$ cat src/rtl/tdm_timing_pkg.sv
package tdm_timing_pkg;
  // Default frame geometry shared by the block and its checker.
  localparam int unsigned DEF_CHANNELS    = 32;
  localparam int unsigned DEF_BITS        = 8;   // bits per channel == streams interleaved per channel
  localparam int unsigned DEF_CLK_PER_BIT = 2;

  typedef enum logic [1:0] {
    TAG_RUN   = 2'd0,
    TAG_WRAP  = 2'd1,
    TAG_SYNC  = 2'd2
  } cnt_event_e;
endpackage

$ cat src/rtl/tfg_frame_counter.sv
module tfg_frame_counter #(
  parameter int unsigned FRAME_CLKS = 512,
  localparam int unsigned CW = $clog2(FRAME_CLKS)
) (
  input  logic          clk,
  input  logic          rst_n,
  input  logic          fp_n,
  output logic [CW-1:0] cnt_q,
  output logic [CW-1:0] cnt_nxt,
  output tdm_timing_pkg::cnt_event_e evt
);
  import tdm_timing_pkg::*;

  localparam logic [CW-1:0] LAST = CW'(FRAME_CLKS - 1);

  logic cnt_en;
  assign cnt_en = 1'b1;

  // next-state logic
  always_comb begin
    if (!fp_n) begin
      cnt_nxt = '0;
      evt     = TAG_SYNC;
    end else if (cnt_q == LAST) begin
      cnt_nxt = '0;
      evt     = TAG_WRAP;
    end else begin
      cnt_nxt = cnt_q + CW'(1);
      evt     = TAG_RUN;
    end
  end

  // state register
  always_ff @(posedge clk or negedge rst_n) begin
    if (!rst_n)      cnt_q <= '0;
    else if (cnt_en) cnt_q <= cnt_nxt;
  end
endmodule

$ cat src/rtl/tfg_pos_decode.sv
module tfg_pos_decode #(
  parameter int unsigned CHANNELS    = 32,
  parameter int unsigned BITS        = 8,
  parameter int unsigned CLK_PER_BIT = 2,
  localparam int unsigned PHW = $clog2(CLK_PER_BIT),
  localparam int unsigned SLW = $clog2(BITS),
  localparam int unsigned CHW = $clog2(CHANNELS),
  localparam int unsigned CW  = PHW + SLW + CHW
) (
  input  logic [CW-1:0]  cnt,
  output logic [CHW-1:0] chan,
  output logic [SLW-1:0] slot,
  output logic [PHW-1:0] phase
);
  // cycle count = {channel, slot within channel, clock phase in bit cell}
  assign phase = cnt[PHW-1:0];
  assign slot  = cnt[PHW+SLW-1:PHW];
  assign chan  = cnt[CW-1:PHW+SLW];
endmodule

$ cat src/rtl/tfg_ctl_gen.sv
module tfg_ctl_gen #(
  parameter int unsigned CHANNELS    = 32,
  parameter int unsigned BITS        = 8,
  parameter int unsigned CLK_PER_BIT = 2,
  localparam int unsigned PHW = $clog2(CLK_PER_BIT),
  localparam int unsigned SLW = $clog2(BITS),
  localparam int unsigned CHW = $clog2(CHANNELS)
) (
  input  logic           clk,
  input  logic           rst_n,
  input  logic [CHW-1:0] nxt_chan,
  input  logic [SLW-1:0] nxt_slot,
  input  logic [PHW-1:0] nxt_phase,
  input  logic           rd_bit,
  output logic [SLW-1:0] rd_stream,
  output logic [CHW-1:0] rd_chan,
  output logic           ctl_q
);
  localparam logic [CHW-1:0] CH_LAST = CHW'(CHANNELS - 1);

  logic load_en;
  logic ctl_d;

  // address of the cell about to start, one channel ahead, stream = slot
  assign rd_stream = nxt_slot;
  assign rd_chan   = (nxt_chan == CH_LAST) ? '0 : nxt_chan + CHW'(1);
  assign load_en   = (nxt_phase == '0);

  always_comb begin
    ctl_d = ctl_q;
    if (load_en) ctl_d = rd_bit;
  end

  always_ff @(posedge clk or negedge rst_n) begin
    if (!rst_n) ctl_q <= 1'b0;
    else        ctl_q <= ctl_d;
  end
endmodule

$ cat src/rtl/tdm_frame_timing.sv
module tdm_frame_timing #(
  parameter int unsigned CHANNELS    = tdm_timing_pkg::DEF_CHANNELS,
  parameter int unsigned BITS        = tdm_timing_pkg::DEF_BITS,
  parameter int unsigned CLK_PER_BIT = tdm_timing_pkg::DEF_CLK_PER_BIT,
  localparam int unsigned PHW = $clog2(CLK_PER_BIT),
  localparam int unsigned SLW = $clog2(BITS),
  localparam int unsigned CHW = $clog2(CHANNELS),
  localparam int unsigned CW  = PHW + SLW + CHW,
  localparam int unsigned FRAME_CLKS = CHANNELS * BITS * CLK_PER_BIT
) (
  input  logic           clk,
  input  logic           rst_n,
  input  logic           fp_n,
  input  logic           ctl_rd_bit,
  output logic [CHW-1:0] chan_idx,
  output logic [SLW-1:0] bit_idx,
  output logic [PHW-1:0] bit_phase,
  output logic           frame_start,
  output logic [SLW-1:0] ctl_rd_stream,
  output logic [CHW-1:0] ctl_rd_chan,
  output logic           ctl_o
);
  logic [CW-1:0]  cnt_q, cnt_nxt;
  logic [SLW-1:0] cur_slot, nxt_slot;
  logic [CHW-1:0] nxt_chan;
  logic [PHW-1:0] nxt_phase;
  tdm_timing_pkg::cnt_event_e evt;

  tfg_frame_counter #(.FRAME_CLKS(FRAME_CLKS)) u_cnt (
    .clk(clk), .rst_n(rst_n), .fp_n(fp_n),
    .cnt_q(cnt_q), .cnt_nxt(cnt_nxt), .evt(evt)
  );

  tfg_pos_decode #(.CHANNELS(CHANNELS), .BITS(BITS), .CLK_PER_BIT(CLK_PER_BIT)) u_cur (
    .cnt(cnt_q), .chan(chan_idx), .slot(cur_slot), .phase(bit_phase)
  );

  tfg_pos_decode #(.CHANNELS(CHANNELS), .BITS(BITS), .CLK_PER_BIT(CLK_PER_BIT)) u_nxt (
    .cnt(cnt_nxt), .chan(nxt_chan), .slot(nxt_slot), .phase(nxt_phase)
  );

  tfg_ctl_gen #(.CHANNELS(CHANNELS), .BITS(BITS), .CLK_PER_BIT(CLK_PER_BIT)) u_ctl (
    .clk(clk), .rst_n(rst_n),
    .nxt_chan(nxt_chan), .nxt_slot(nxt_slot), .nxt_phase(nxt_phase),
    .rd_bit(ctl_rd_bit), .rd_stream(ctl_rd_stream), .rd_chan(ctl_rd_chan),
    .ctl_q(ctl_o)
  );

  // bits go out most significant first
  assign bit_idx     = SLW'(BITS - 1) - cur_slot;
  assign frame_start = (cnt_q == '0);
endmodule

$ cat config.mk
export PLATFORM = sky130hd
export DESIGN_NAME = tdm_frame_timing
export DESIGN_NICKNAME = d
export VERILOG_FILES = /design/src/rtl/tdm_timing_pkg.sv /design/src/rtl/tfg_frame_counter.sv /design/src/rtl/tfg_pos_decode.sv /design/src/rtl/tfg_ctl_gen.sv /design/src/rtl/tdm_frame_timing.sv
export SDC_FILE = /design/constraint.sdc
export NUM_CORES = 1
export LEC_CHECK = 0
export BUFFER_PORTS_ARGS = -buffer_cell sky130_fd_sc_hd__buf_2
export CORE_MARGIN = 1.5
export CORE_UTILIZATION = 43
export DETAILED_ROUTE_END_ITERATION = 7
export HOLD_SLACK_MARGIN = 0.03
export PLACE_DENSITY = 0.72
export SYNTH_ARGS = -nofsm -noshare
export SYNTH_HDL_FRONTEND = slang
export SYNTH_SLANG_ARGS = --single-unit
$ cat constraint.sdc
create_clock -name clk -period 2.7 [get_ports clk]
set_input_delay 0.27 -clock clk [delete_from_list [all_inputs] [get_ports clk]]
set_output_delay 0.27 -clock clk [all_outputs]
set_load 0.05 [all_outputs]
* Word level (Yosys, flattened, before mapping)
Cells that the tools add are included.
Widths: inputs -> output; s select.
** Operators by class
- Add/subtract/negate cells :: 3
- Multiply operators :: 0
- Div/mod/pow operators :: 0
- $lt $le $gt $ge :: 0
- Equal/unequal tests :: 2
- Shift-type cells :: 0
- Muxes and demuxes :: 3
- Bitwise logic cells :: 0
- Reductions and logical operators :: 1
** Operators with widths (number)
- $mux 9 :: 2
- $add 9x1->9 const B :: 1
- $eq 9x9->1 const B :: 1
- $logic_not 9->1 :: 1
- $add 5x1->5 const B :: 1
- $eq 5x5->1 const B :: 1
- $mux 5 :: 1
- $sub 3x3->3 const A :: 1
** Word-level totals
- Bits in registers :: 10
- Bits in latches :: 0
- RAM bits :: 0
- Bits in read-only memories :: 0
- Input port bits :: 4
- Output and inout port bits :: 19
- Logic and storage cells :: 11
- Memories kept :: 0

* Logic depth before layout (Yosys ltp)
Gate-level depths: netlist (run 1).
- Depth in word-level cells :: 5
- Gate-level depth with buffers :: 13
- Mapped depth without buffers :: 12

* Cells and area by module
Synthesis (run 1) repeated with hierarchy kept, for this count alone.
** Unflattened totals
- Cells, all modules :: 80
- Area total of the unflattened synthesis :: 737.0 um^2
** Modules (own cells, without submodules)
- tfg_frame_counter :: instances 1, cells each 41, area an instance 421.7 um^2, sequential area each 225.2 um^2
- tfg_ctl_gen :: instances 1, cells each 15, area an instance 142.6 um^2, sequential area each 25.0 um^2
- tfg_pos_decode :: instances 2, cells each 9, area an instance 67.6 um^2, sequential area each 0.0 um^2
- tdm_frame_timing :: instances 1, cells each 6, area an instance 37.5 um^2, sequential area each 0.0 um^2

* Worst setup path after synthesis (run 1)
Ideal clock, no wire load.
- Path kind :: register -> output
- Start point :: register u_cnt.cnt_q[0]
- End point :: output ctl_rd_chan[1]
- Arrival time :: 2.994 ns
- Data required time :: 2.430 ns
- Path slack :: -0.564 ns
- Stages on the path, launching flop included :: 12
- Buffers on the path :: 1
- Path through :: dfrtp_1 ha_1 nand3_1 nor2_1 ha_1 or2b_2 buf_2 nor2_1 ha_1 and3_1 ha_1 nor2b_1
** On the way
- Cells in the longest elaborated chain, start to end :: 5
- Elaborated cells between the ends (all ways) :: 7
- Those cells by class :: add/sub (2); eq/ne (2); mux (3)
** Ends and longest elaborated chain
- start: declaration :: line tfg_frame_counter.sv:8 : output logic [CW-1:0] cnt_q,
- start signal: assignment :: line tfg_frame_counter.sv:36 : else if (cnt_en) cnt_q <= cnt_nxt;
- $add 9x1->9 / $eq 9x9->1 (equally long branches) :: line tfg_frame_counter.sv:28, tfg_frame_counter.sv:24
- $mux 9 * :: line tfg_frame_counter.sv:24 : end else if (cnt_q == LAST) begin
- $mux 9 * :: line tfg_frame_counter.sv:21 : if (!fp_n) begin
- via cnt_nxt[4] :: line tdm_frame_timing.sv:23 : logic [CW-1:0] cnt_q, cnt_nxt;
- $add 5x1->5 / $eq 5x5->1 (equally long branches) :: line tfg_ctl_gen.sv:26 : assign rd_chan = (nxt_chan == CH_LAST) ? '0 : nxt_chan + CHW'(1);
- $mux 5 * :: line tfg_ctl_gen.sv:26
- end: declaration :: line tdm_frame_timing.sv:20 : output logic [CHW-1:0] ctl_rd_chan,
Mark *: on every way through the listed nets, which the timed path passes. The rest lies on a longest branch.

* Worst setup path after layout (run 1)
- Start point :: register u_cnt.cnt_q[0]
- End point :: output ctl_rd_chan[3]
The elaborated chain is that of the path after synthesis.

==> metrics, run 1 <==
sequential-to-total area share from yosys stat 36.2%; Die H 43.1 um; number of iterations in the first detailed-routing pass 4; cell types with the largest area share after synthesis sky130_fd_sc_hd__dfrtp_1 36%, sky130_fd_sc_hd__ha_1 9.0%, sky130_fd_sc_hd__buf_4 8.7%; headroom to the max-slew limit 68.5%; CORE AREA 1510 um^2; sequential group share of total power between 40% and 50%; library cell occupying the most area in the post-synthesis netlist sky130_fd_sc_hd__dfrtp_1; area growth from synthesis to final layout 49.2%; ratio of final minimum period to clock period 108%; top fanout value on the critical path 5; mean number of vias per cell ~5.5; Met2 Routed Length 799 um; number of global-route vias before repair 585; routed metal-1 wire length 713 um; slack of the critical path -0.205 ns; fmax approximately 0.34 GHz; antenna violations before repair 0; H-tree lvl count 1; kind of start point of the critical path flip-flop; leakage power figure 0.459 nW; aggregate global-route resource usage 20.9%; residual DRC count 0; Combinational Power Share between 20% and 30%; clock share of power 30.3%; Final Setup Violations 4; nature of the critical path endpoint primary output; TritonCTS clock tree yes; count of input and output buffers 22; number of sinks handled by clock tree synthesis 10; Min-Delay Path Class primary input to flip-flop; post-route antenna net violation count 0; placed cell count between 100 and 150; power density normalized to cell area between 300 and 400 nW/um^2; Die Area 1860 um^2; IR Drop Worst-Case VDD about 330 uV; area of the mapped netlist 692 um^2; fraction of power spent switching nets 32.9%; Detailed Route WL ~1.7 mm; WL met3 96 um; unrepaired setup endpoints after global routing true; Die X-Extent 43.1 um; Clk Latency, worst-skew pair 0.26 ns; Num CTS Buffers 3; critical path data arrival time 2.63 ns; total of max-cap violations 0; GRT Residual Overflow 0; HPWL after detailed placement 1.07 mm; antenna cell count 0; #FFs+latches synth 10; num ports 23; worst path required time between 2 and 2.5 ns; clock skew 0.00345 ns; final hold violation count 0; transition at the pin with the smallest max-transition slack 0.470 ns; count of different cell masters after synthesis 29; Routed WL per cell 14.2 um; most common library cell in the layout ignoring fill and taps sky130_fd_sc_hd__buf_2; CTS root buf sky130_fd_sc_hd__clkbuf_4; run status finished, violations left; Yosys Warn Count 0; CTS clk-pin slew, worst paths 0.07 ns; Net Switching ~0.12 mW; highest routed metal layer met4; starting density of the core a little under half; vias after detailed routing 656; filler-free cell count of the finished design 119; Internal Pwr Total 0.240 mW; clock tree buffer depth 2; routability cong. between 0.7 and 0.8; Final #Nets 113; failing checks setup timing; layout cells sized above 1 62.1%; largest net degree at the start of global routing 11; time the worst path needs with I/O delays and setup 2.90 ns; net count after synthesis 81; final max-slew violation count 0; Rows 14; fraction of post-synthesis cell area in the top cell type by area 36.2%; total chip power between 0.3 and 0.4 mW; mean post-synth cell area 9.61 um^2; total negative slack -0.299 ns; first-pass GRT wire length 2.75 mm; number of instances in the synthesized netlist 72; DRT iter0 DRCs 30; Crit Path Category flip-flop to primary output; highest-count cells in the layout ignoring fill and taps 17 x sky130_fd_sc_hd__buf_2, 13 x sky130_fd_sc_hd__buf_4, 9 x sky130_fd_sc_hd__dfrtp_1, 5 x sky130_fd_sc_hd__nor2_1
critical path: stages (launching register included):
cell and delay, ns:
sky130_fd_sc_hd__dfrtp_2 0.43, sky130_fd_sc_hd__ha_4 0.17, sky130_fd_sc_hd__nand3_2 0.08, sky130_fd_sc_hd__nor2_2 0.05, sky130_fd_sc_hd__ha_2 0.18, sky130_fd_sc_hd__or2b_4 0.30
sky130_fd_sc_hd__a21oi_4 0.17, sky130_fd_sc_hd__ha_4 0.16, sky130_fd_sc_hd__and3_4 0.18, sky130_fd_sc_hd__ha_4 0.15, sky130_fd_sc_hd__inv_2 0.04, sky130_fd_sc_hd__o2111ai_2 0.05
sky130_fd_sc_hd__a21bo_4 0.25, sky130_fd_sc_hd__buf_8 0.14
synthesized netlist by cell type:
cell type	instances
sky130_fd_sc_hd__a211oi_2	1
sky130_fd_sc_hd__a21bo_1	1
sky130_fd_sc_hd__a21oi_1	1
sky130_fd_sc_hd__a21oi_4	1
sky130_fd_sc_hd__and2_1	2
sky130_fd_sc_hd__and3_1	1
sky130_fd_sc_hd__and4b_1	1
sky130_fd_sc_hd__buf_2	1
sky130_fd_sc_hd__buf_4	8
sky130_fd_sc_hd__buf_6	1
sky130_fd_sc_hd__dfrtp_1	10
sky130_fd_sc_hd__ha_1	5
sky130_fd_sc_hd__inv_1	5
sky130_fd_sc_hd__mux2_2	1
sky130_fd_sc_hd__nand2_1	3
sky130_fd_sc_hd__nand3_1	3
sky130_fd_sc_hd__nand3_4	1
sky130_fd_sc_hd__nand4_1	1
sky130_fd_sc_hd__nor2_1	10
sky130_fd_sc_hd__nor2b_1	2
sky130_fd_sc_hd__nor3_1	1
sky130_fd_sc_hd__nor4_1	1
sky130_fd_sc_hd__o2111ai_1	1
sky130_fd_sc_hd__o21ai_0	2
sky130_fd_sc_hd__or2b_2	1
sky130_fd_sc_hd__or3_1	1
sky130_fd_sc_hd__or3_4	1
sky130_fd_sc_hd__xnor2_1	4
sky130_fd_sc_hd__xor2_1	1
worst paths after layout:
check,slack (ns),from,endpoint,cells after the start
min in group asynchronous,0.41,rst_n,u_cnt.cnt_q[7],2
min,0.24,ctl_rd_bit,u_ctl.ctl_q,2
max reg2reg,0.55,u_cnt.cnt_q[0],u_ctl.ctl_q,9
max in group asynchronous,2.08,rst_n,u_cnt.cnt_q[0],2
max,-0.20,u_cnt.cnt_q[0],ctl_rd_chan[3],13
min reg2reg,0.50,u_ctl.ctl_q,u_ctl.ctl_q,1
registers in the layout, indices dropped and copies added (netlist names):
name,flops
u_cnt.cnt_q,9
u_ctl.ctl_q,1
cell type report:
type	instances	area [um^2]
Clock buffer	4	26.3
Fill cell	117	474
Inverter	5	18.8
Multi-Input combinational cell	47	455
Sequential cell	10	251
Tap cell	16	20.0
Timing Repair Buffer	37	260
power by group through the flow:
stage                     logic (mW)  registers (mW)  clock network, mW
final                         0.0893           0.161              0.109
after detailed placement      0.0820           0.163                  0
after global placement        0.0820           0.163                  0
after floorplan               0.0554           0.173                  0
after CTS                     0.0857           0.160              0.111
after global routing          0.0953           0.162              0.126
cell families after synthesis:
kind of cell | after synthesis | share of synthesized area, %
xor gates and xnor gates | 5 | 6.33
muxes | 1 | 1.63
and+or+nand+nor | 29 | 24.1
adders and majority gates | 5 | 9.04
AOI/OAI and AO/OA | 7 | 9.04
DFF | 10 | 36.2
buffers and inverters | 15 | 13.7
through the flow:
step	worst slack [ns]	hold WS, ns	util [%]	instance area (um^2)
floorplan	-0.00228	-0.0256	-	771
global placement	0.0660	0.140	58.1	875
detailed placement	0.0411	0.144	58.1	875
CTS	-0.136	0.239	65.0	978
global route	-0.289	0.240	68.5	1030
finish	-0.205	0.240	68.5	1030
routing by layer:
| metal | up-vias | track usage (%) |
|---|---|---|
| met5 | - | 0 |
| met4 | 0 | 15.2 |
| met3 | 10 | 4.26 |
| met2 | 28 | 32.2 |
| met1 | 318 | 25.5 |
| li1 | 300 | - |
what timing repair did:
item	CTS	global route
endpoints found under the hold margin	10	0
hold buffers	1	0
resized for setup	10	9
setup endpoints to repair	4	4
pin swaps	3	4
buffers inserted	3	3
gates cloned	0	0
No activity file was read; power rests on OpenSTA's default activity.
==> run 2, diff against run 1 <==
--- a/config.mk
+++ b/config.mk
@@ -5,7 +5,8 @@
 export SDC_FILE = /design/constraint.sdc
 export NUM_CORES = 1
 export LEC_CHECK = 0
-export BUFFER_PORTS_ARGS = -buffer_cell sky130_fd_sc_hd__buf_2
+export ABC_CLOCK_PERIOD_IN_PS = 2700
+export BUFFER_PORTS_ARGS = -buffer_cell sky130_fd_sc_hd__buf_4
 export CORE_MARGIN = 1.5
 export CORE_UTILIZATION = 43
 export DETAILED_ROUTE_END_ITERATION = 7
==> run 2 against run 1 <==
Compared with the run above:
- the run still ends with setup timing left
- cell count decreased by 0.84%
- setup slack improved by 0.086 ns
- critical path depth unchanged
- clock skew decreased by 0.0017 ns
- routed wire length decreased by 0.47%
- sequential power about the same
- cell area increased by 2.9%
- clock power about the same
- total power increased by 2.0%
- via count decreased by 5.6%
- sequential share of layout area decreased by 0.45 points
- global-route usage increased by 0.088 points
- largest power group unchanged
- highest routed layer unchanged
==> metrics, run 2 (same netlist as run 1, synthesis figures left out) <==
post-route antenna net violation count 0; area occupied by multi-input gates 448 um^2; clock share of power about 30%; number of global-route vias before repair 607; worst path required time 2.43 ns; hold depth 2; Detailed Route WL around 1.7 mm; register name with the most flops u_cnt.cnt_q; FF-to-FF setup slack 0.81 ns; most common library cell in the layout ignoring fill and taps sky130_fd_sc_hd__buf_4; Reg2Reg Depth 7; CP Cell Sequence ha_4 > nand3_2 > nor2_2 > ha_2 > or2b_4 > a21oi_4 > ha_4 > and3_4 > ha_4 > inv_2 > o2111ai_2 > a21bo_4 > buf_8; CTS clk-pin slew, worst paths about 0.07 ns; ratio of final minimum period to clock period 104%; Final #Nets 112; cell with the biggest individual delay on the critical path sky130_fd_sc_hd__dfrtp_2; mean number of vias per cell 5.25; R2R Path Start u_cnt.cnt_q[0]; leakage power figure 0.461 nW; clock skew approximately 0.0018 ns; CORE AREA 1510 um^2; TritonCTS clock tree yes; fmax about 0.35 GHz; power density normalized to cell area ~340 nW/um^2; final max-slew violation count 0; number of cells on the critical path 13; CTS root buf sky130_fd_sc_hd__clkbuf_4; Final Setup Violations 1; fraction of power spent switching nets 32.7%; antenna cell count 0; Routed WL per cell 14.3 um; failing checks setup timing; CP startpoint u_cnt.cnt_q[0]; Clk Latency, worst-skew pair 0.27 ns; first-pass GRT wire length 2.83 mm; number of sinks handled by clock tree synthesis 10; hold worst-path end u_ctl.ctl_q; filler instances 115; worst path bufs/invs 2; largest registers u_cnt.cnt_q: 9 flops, u_ctl.ctl_q: 1 flops; total chip power 0.366 mW; kind of start point of the critical path flip-flop; antenna violations before repair 0; Top delay family on crit path adder cells; top fanout value on the critical path 6; sequential group share of total power 44.2%; total of max-cap violations 0; Combinational Power Share roughly a quarter; IR Drop Worst-Case VDD 395 uV; nature of the critical path endpoint primary output; Num CTS Buffers 3; hold slack final 0.230 ns; vias after detailed routing 619; Crit Path Category flip-flop to primary output; Min-Delay Path Class primary input to flip-flop; critical path data arrival time 2.55 ns; HPWL after detailed placement 1.17 mm; routability cong. 0.803; area taken by flip-flops and latches between 200 and 300 um^2; Die H 43.1 um; Net Switching ~0.12 mW; Min-Delay Startpoint ctl_rd_bit; Internal Pwr Total between 0.2 and 0.25 mW; time the worst path needs with I/O delays and setup 2.82 ns; run status finished, violations left; highest-count cells in the layout ignoring fill and taps 30 x sky130_fd_sc_hd__buf_4, 7 x sky130_fd_sc_hd__dfrtp_1, 6 x sky130_fd_sc_hd__nor2_1; GRT Residual Overflow 0; most used cell, CP sky130_fd_sc_hd__ha_4; count of input and output buffers 22; largest stage delay on the critical path about 0.42 ns; layout cells sized above 1 between 60% and 70%; Die Area ~1900 um^2; starting density of the core roughly 46%; Crit Reg-Reg Endpoint u_ctl.ctl_q; area growth from synthesis to final layout 53.5%; number of flip-flops under the largest register name 9; final hold violation count 0; H-tree lvl count 1; post-place setup slack ~0.08 ns; Rows 14; transition at the pin with the smallest max-transition slack 0.360 ns; aggregate global-route resource usage between 20% and 30%; number of iterations in the first detailed-routing pass 6; largest net degree at the start of global routing 11; headroom to the max-slew limit between 70 and 80%; DRT iter0 DRCs 15; num ports 23; unrepaired setup endpoints after global routing true; Die X-Extent approximately 43 um; residual DRC count 0; slack of the critical path -0.119 ns; clock tree buffer depth 2
[run 2: worst register-to-register path, cell delays in order (launching register included)]
cell,delay (ns)
sky130_fd_sc_hd__dfrtp_2,0.42
sky130_fd_sc_hd__ha_4,0.18
sky130_fd_sc_hd__nand3_2,0.08
sky130_fd_sc_hd__nor2_2,0.05
sky130_fd_sc_hd__ha_2,0.18
sky130_fd_sc_hd__or2b_4,0.29
sky130_fd_sc_hd__nor2_1,0.21
sky130_fd_sc_hd__mux2_2,0.36
[run 2: repair_timing]
item | in CTS | in global routing
hold buffers | 1 | 0
buffers inserted | 4 | 1
endpoints found under the hold margin | 10 | 0
gates resized for setup | 10 | 4
cloned | 0 | 0
pin swaps | 4 | 0
setup endpoints to repair | 4 | 4
[run 2: metrics by stage]
stage               std cells  instance area [um^2]  utilization, %   TNS, ns
floorplan                  72                   771               -  -0.00228
global placement          108                   930            61.7         0
detailed placement        108                   930            61.7         0
CTS                       117                  1040            69.4    -0.125
global route              118                  1060            70.5    -0.418
finish                    118                  1060            70.5    -0.119
[run 2: layout make-up]
| cell class | count | share of cell area (%) |
|---|---|---|
| multi-input combinational | 47 | 42.2 |
| inverter | 5 | 1.77 |
| sequential | 10 | 23.9 |
| tap | 16 | 1.88 |
| clock buffer | 4 | 2.47 |
| timing repair buffer | 36 | 27.8 |
[run 2: worst max path at each step]
stage,endpoint,slack (ns)
after floorplan,ctl_rd_chan[3],-0.002
after global placement,ctl_rd_chan[3],0.13
after detailed placement,ctl_rd_chan[3],0.08
after CTS,ctl_rd_chan[3],-0.12
after global routing,ctl_rd_chan[3],-0.22
final,ctl_rd_chan[3],-0.12
[run 2: metal layers]
metal | vias up | track usage (%) | routed length [um]
met5 | - | 0 | 0
met2 | 28 | 34.0 | 806
met4 | 0 | 12.7 | 54
li1 | 294 | - | -
met1 | 290 | 23.9 | 711
met3 | 7 | 6.38 | 112
[run 2: power groups by stage]
stage,Sequential [mW],Combinational (mW),Clock [mW]
after CTS,0.161,0.0927,0.115
after global placement,0.164,0.0882,0
after global routing,0.162,0.0987,0.125
final,0.162,0.0937,0.110
after detailed placement,0.164,0.0884,0
after floorplan,0.173,0.0554,0
==> run 3, diff against run 2 <==
--- a/config.mk
+++ b/config.mk
@@ -11,7 +11,10 @@
 export CORE_UTILIZATION = 43
 export DETAILED_ROUTE_END_ITERATION = 7
 export HOLD_SLACK_MARGIN = 0.03
+export MAX_ROUTING_LAYER = met4
 export PLACE_DENSITY = 0.72
+export REMOVE_ABC_BUFFERS = 1
+export SETUP_SLACK_MARGIN = 0.15
 export SYNTH_ARGS = -nofsm -noshare
 export SYNTH_HDL_FRONTEND = slang
 export SYNTH_SLANG_ARGS = --single-unit
==> run 3 against run 2 <==
Compared with the run above:
- the run still ends with setup timing left
- core utilization grew 1.1 points
- critical path depth unchanged
- sequential cell count unchanged
- total power rose by 8.4%
- clock power is 29% higher
- first-iteration DRC count decreased by 33%
- cell area up 1.5%
- non-clock buffer count is 3 higher
- critical path type unchanged
- critical endpoint unchanged
==> metrics, run 3 (same netlist as run 1, synthesis figures left out) <==
time the worst path needs with I/O delays and setup 2.86 ns; largest registers u_cnt.cnt_q: 9 flops, u_ctl.ctl_q: 1 flops; area growth from synthesis to final layout 55.9%; kind of start point of the critical path flip-flop; Crit Path Category flip-flop to primary output; run status finished, violations left; GRT Residual Overflow 0; layout cells sized above 1 ~60%; final max-slew violation count 0; slack of the critical path -0.161 ns; fraction of power spent switching nets 31.8%; Min-Delay Path Class primary input to flip-flop; number of global-route vias before repair 661; power density normalized to cell area 368 nW/um^2; H-tree lvl count 1; Final Setup Violations 4; mean number of vias per cell roughly 5.2; area taken by flip-flops and latches between 200 and 300 um^2; number of sinks handled by clock tree synthesis 10; headroom to the max-slew limit about three quarters; CTS root buf sky130_fd_sc_hd__clkbuf_4; worst path required time 2.43 ns; HPWL after detailed placement 1.33 mm; largest net degree at the start of global routing 11; critical path data arrival time 2.59 ns; Detailed Route WL around 1.8 mm; CTS clk-pin slew, worst paths 0.07 ns; starting density of the core about 46%; sequential group share of total power 39.9%; final hold violation count 0; CORE AREA 1510 um^2; number of iterations in the first detailed-routing pass 3; antenna violations before repair 0; TritonCTS clock tree yes; Die Area around 1900 um^2; total negative slack -0.480 ns; total of max-cap violations 0; clock skew 0.00330 ns; post-route antenna net violation count 0; ratio of final minimum period to clock period 106%; unrepaired setup endpoints after global routing true; total chip power 0.397 mW; Cell Area, Placed roughly 910 um^2; IR Drop Worst-Case VDD 363 uV; Die X-Extent 43.1 um; Layout Utilization 71.6%; area occupied by multi-input gates 432 um^2; aggregate global-route resource usage between 20% and 30%; most common library cell in the layout ignoring fill and taps sky130_fd_sc_hd__buf_4; post-place setup slack -0.110 ns; number of flip-flops under the largest register name 9; routability cong. 0.858; DRT iter0 DRCs 10; fmax 0.350 GHz; Num CTS Buffers 3; Rows 14; highest-count cells in the layout ignoring fill and taps 32 x sky130_fd_sc_hd__buf_4, 10 x sky130_fd_sc_hd__dfrtp_1, 6 x sky130_fd_sc_hd__nor2_1, 5 x sky130_fd_sc_hd__buf_6; nature of the critical path endpoint primary output; hold slack final 0.228 ns; vias after detailed routing approximately 630; area of all placed cells without fillers 1080 um^2; top fanout value on the critical path 4; Die H 43.1 um; placed cell count 114; Clk Latency, worst-skew pair 0.27 ns; Combinational Power Share about a quarter; leakage power figure 0.491 nW; filler instances 118; register name with the most flops u_cnt.cnt_q; filler-free cell count of the finished design 121; Net Switching about 0.13 mW; transition at the pin with the smallest max-transition slack between 0.3 and 0.4 ns; Internal Pwr Total 0.270 mW; count of input and output buffers 22; residual DRC count 0; failing checks setup timing; antenna cell count 0; Routed WL per cell 15.1 um; clock tree buffer depth 2; clock share of power 35.8%; Final #Nets 115; first-pass GRT wire length between 2 and 3 mm; num ports 23
==> run 3: cell type report <==
type                    instances  area share, %
clock buffers                   4           3.36
well taps                      16           1.86
flip-flops and latches         10           23.2
repair buffers                 39           29.8
inverters                       5           1.74
multi-input cells              47           40.0
==> run 3: worst paths after layout <==
path	from	endpoint	slack (ns)	cells after the start
min reg2reg	u_ctl.ctl_q	u_ctl.ctl_q	0.51	1
max	u_cnt.cnt_q[0]	ctl_rd_chan[3]	-0.16	13
min	ctl_rd_bit	u_ctl.ctl_q	0.23	2
max reg2reg	u_cnt.cnt_q[0]	u_ctl.ctl_q	0.72	8
max in group asynchronous	rst_n	u_cnt.cnt_q[5]	2.18	2
min in group asynchronous	rst_n	u_cnt.cnt_q[3]	0.37	2
==> run 3: power groups by stage <==
stage	Sequential, mW	Combinational [mW]	Clock (mW)
2_1_floorplan	0.173	0.0436	0
3_3_place_gp	0.161	0.0908	0
3_5_place_dp	0.161	0.0928	0
4_1_cts	0.158	0.0961	0.139
5_1_grt	0.159	0.101	0.150
6_report	0.158	0.0965	0.142
==> run 3: what timing repair did <==
action | in CTS | in global routing
setup endpoints to repair | 5 | 5
gates resized for setup | 20 | 8
pin swaps | 4 | 2
hold buffers | 1 | 0
setup buffers | 2 | 0
endpoints found under the hold margin | 10 | 0
==> run 3: metal layers <==
metal | routed length (um) | share of wire (%) | GRT usage (%)
met1 | 709 | 39 | 23.5
met2 | 1030 | 57 | 42.1
met3 | 73 | 4.0 | 4.26
met4 | 8 | 0.44 | 3.64
met5 | 0 | 0 | -
==> run 3: critical path, cell delays in order (launching register included) <==
cell                        delay [ns]
sky130_fd_sc_hd__dfrtp_1          0.40
sky130_fd_sc_hd__ha_2             0.20
sky130_fd_sc_hd__nand3_2          0.07
sky130_fd_sc_hd__nor2_2           0.05
sky130_fd_sc_hd__ha_2             0.19
sky130_fd_sc_hd__or2b_4           0.29
sky130_fd_sc_hd__a21oi_4          0.17
sky130_fd_sc_hd__ha_4             0.16
sky130_fd_sc_hd__and3_4           0.18
sky130_fd_sc_hd__ha_4             0.14
sky130_fd_sc_hd__inv_2            0.03
sky130_fd_sc_hd__o2111ai_2        0.05
sky130_fd_sc_hd__a21bo_1          0.23
sky130_fd_sc_hd__buf_6            0.15
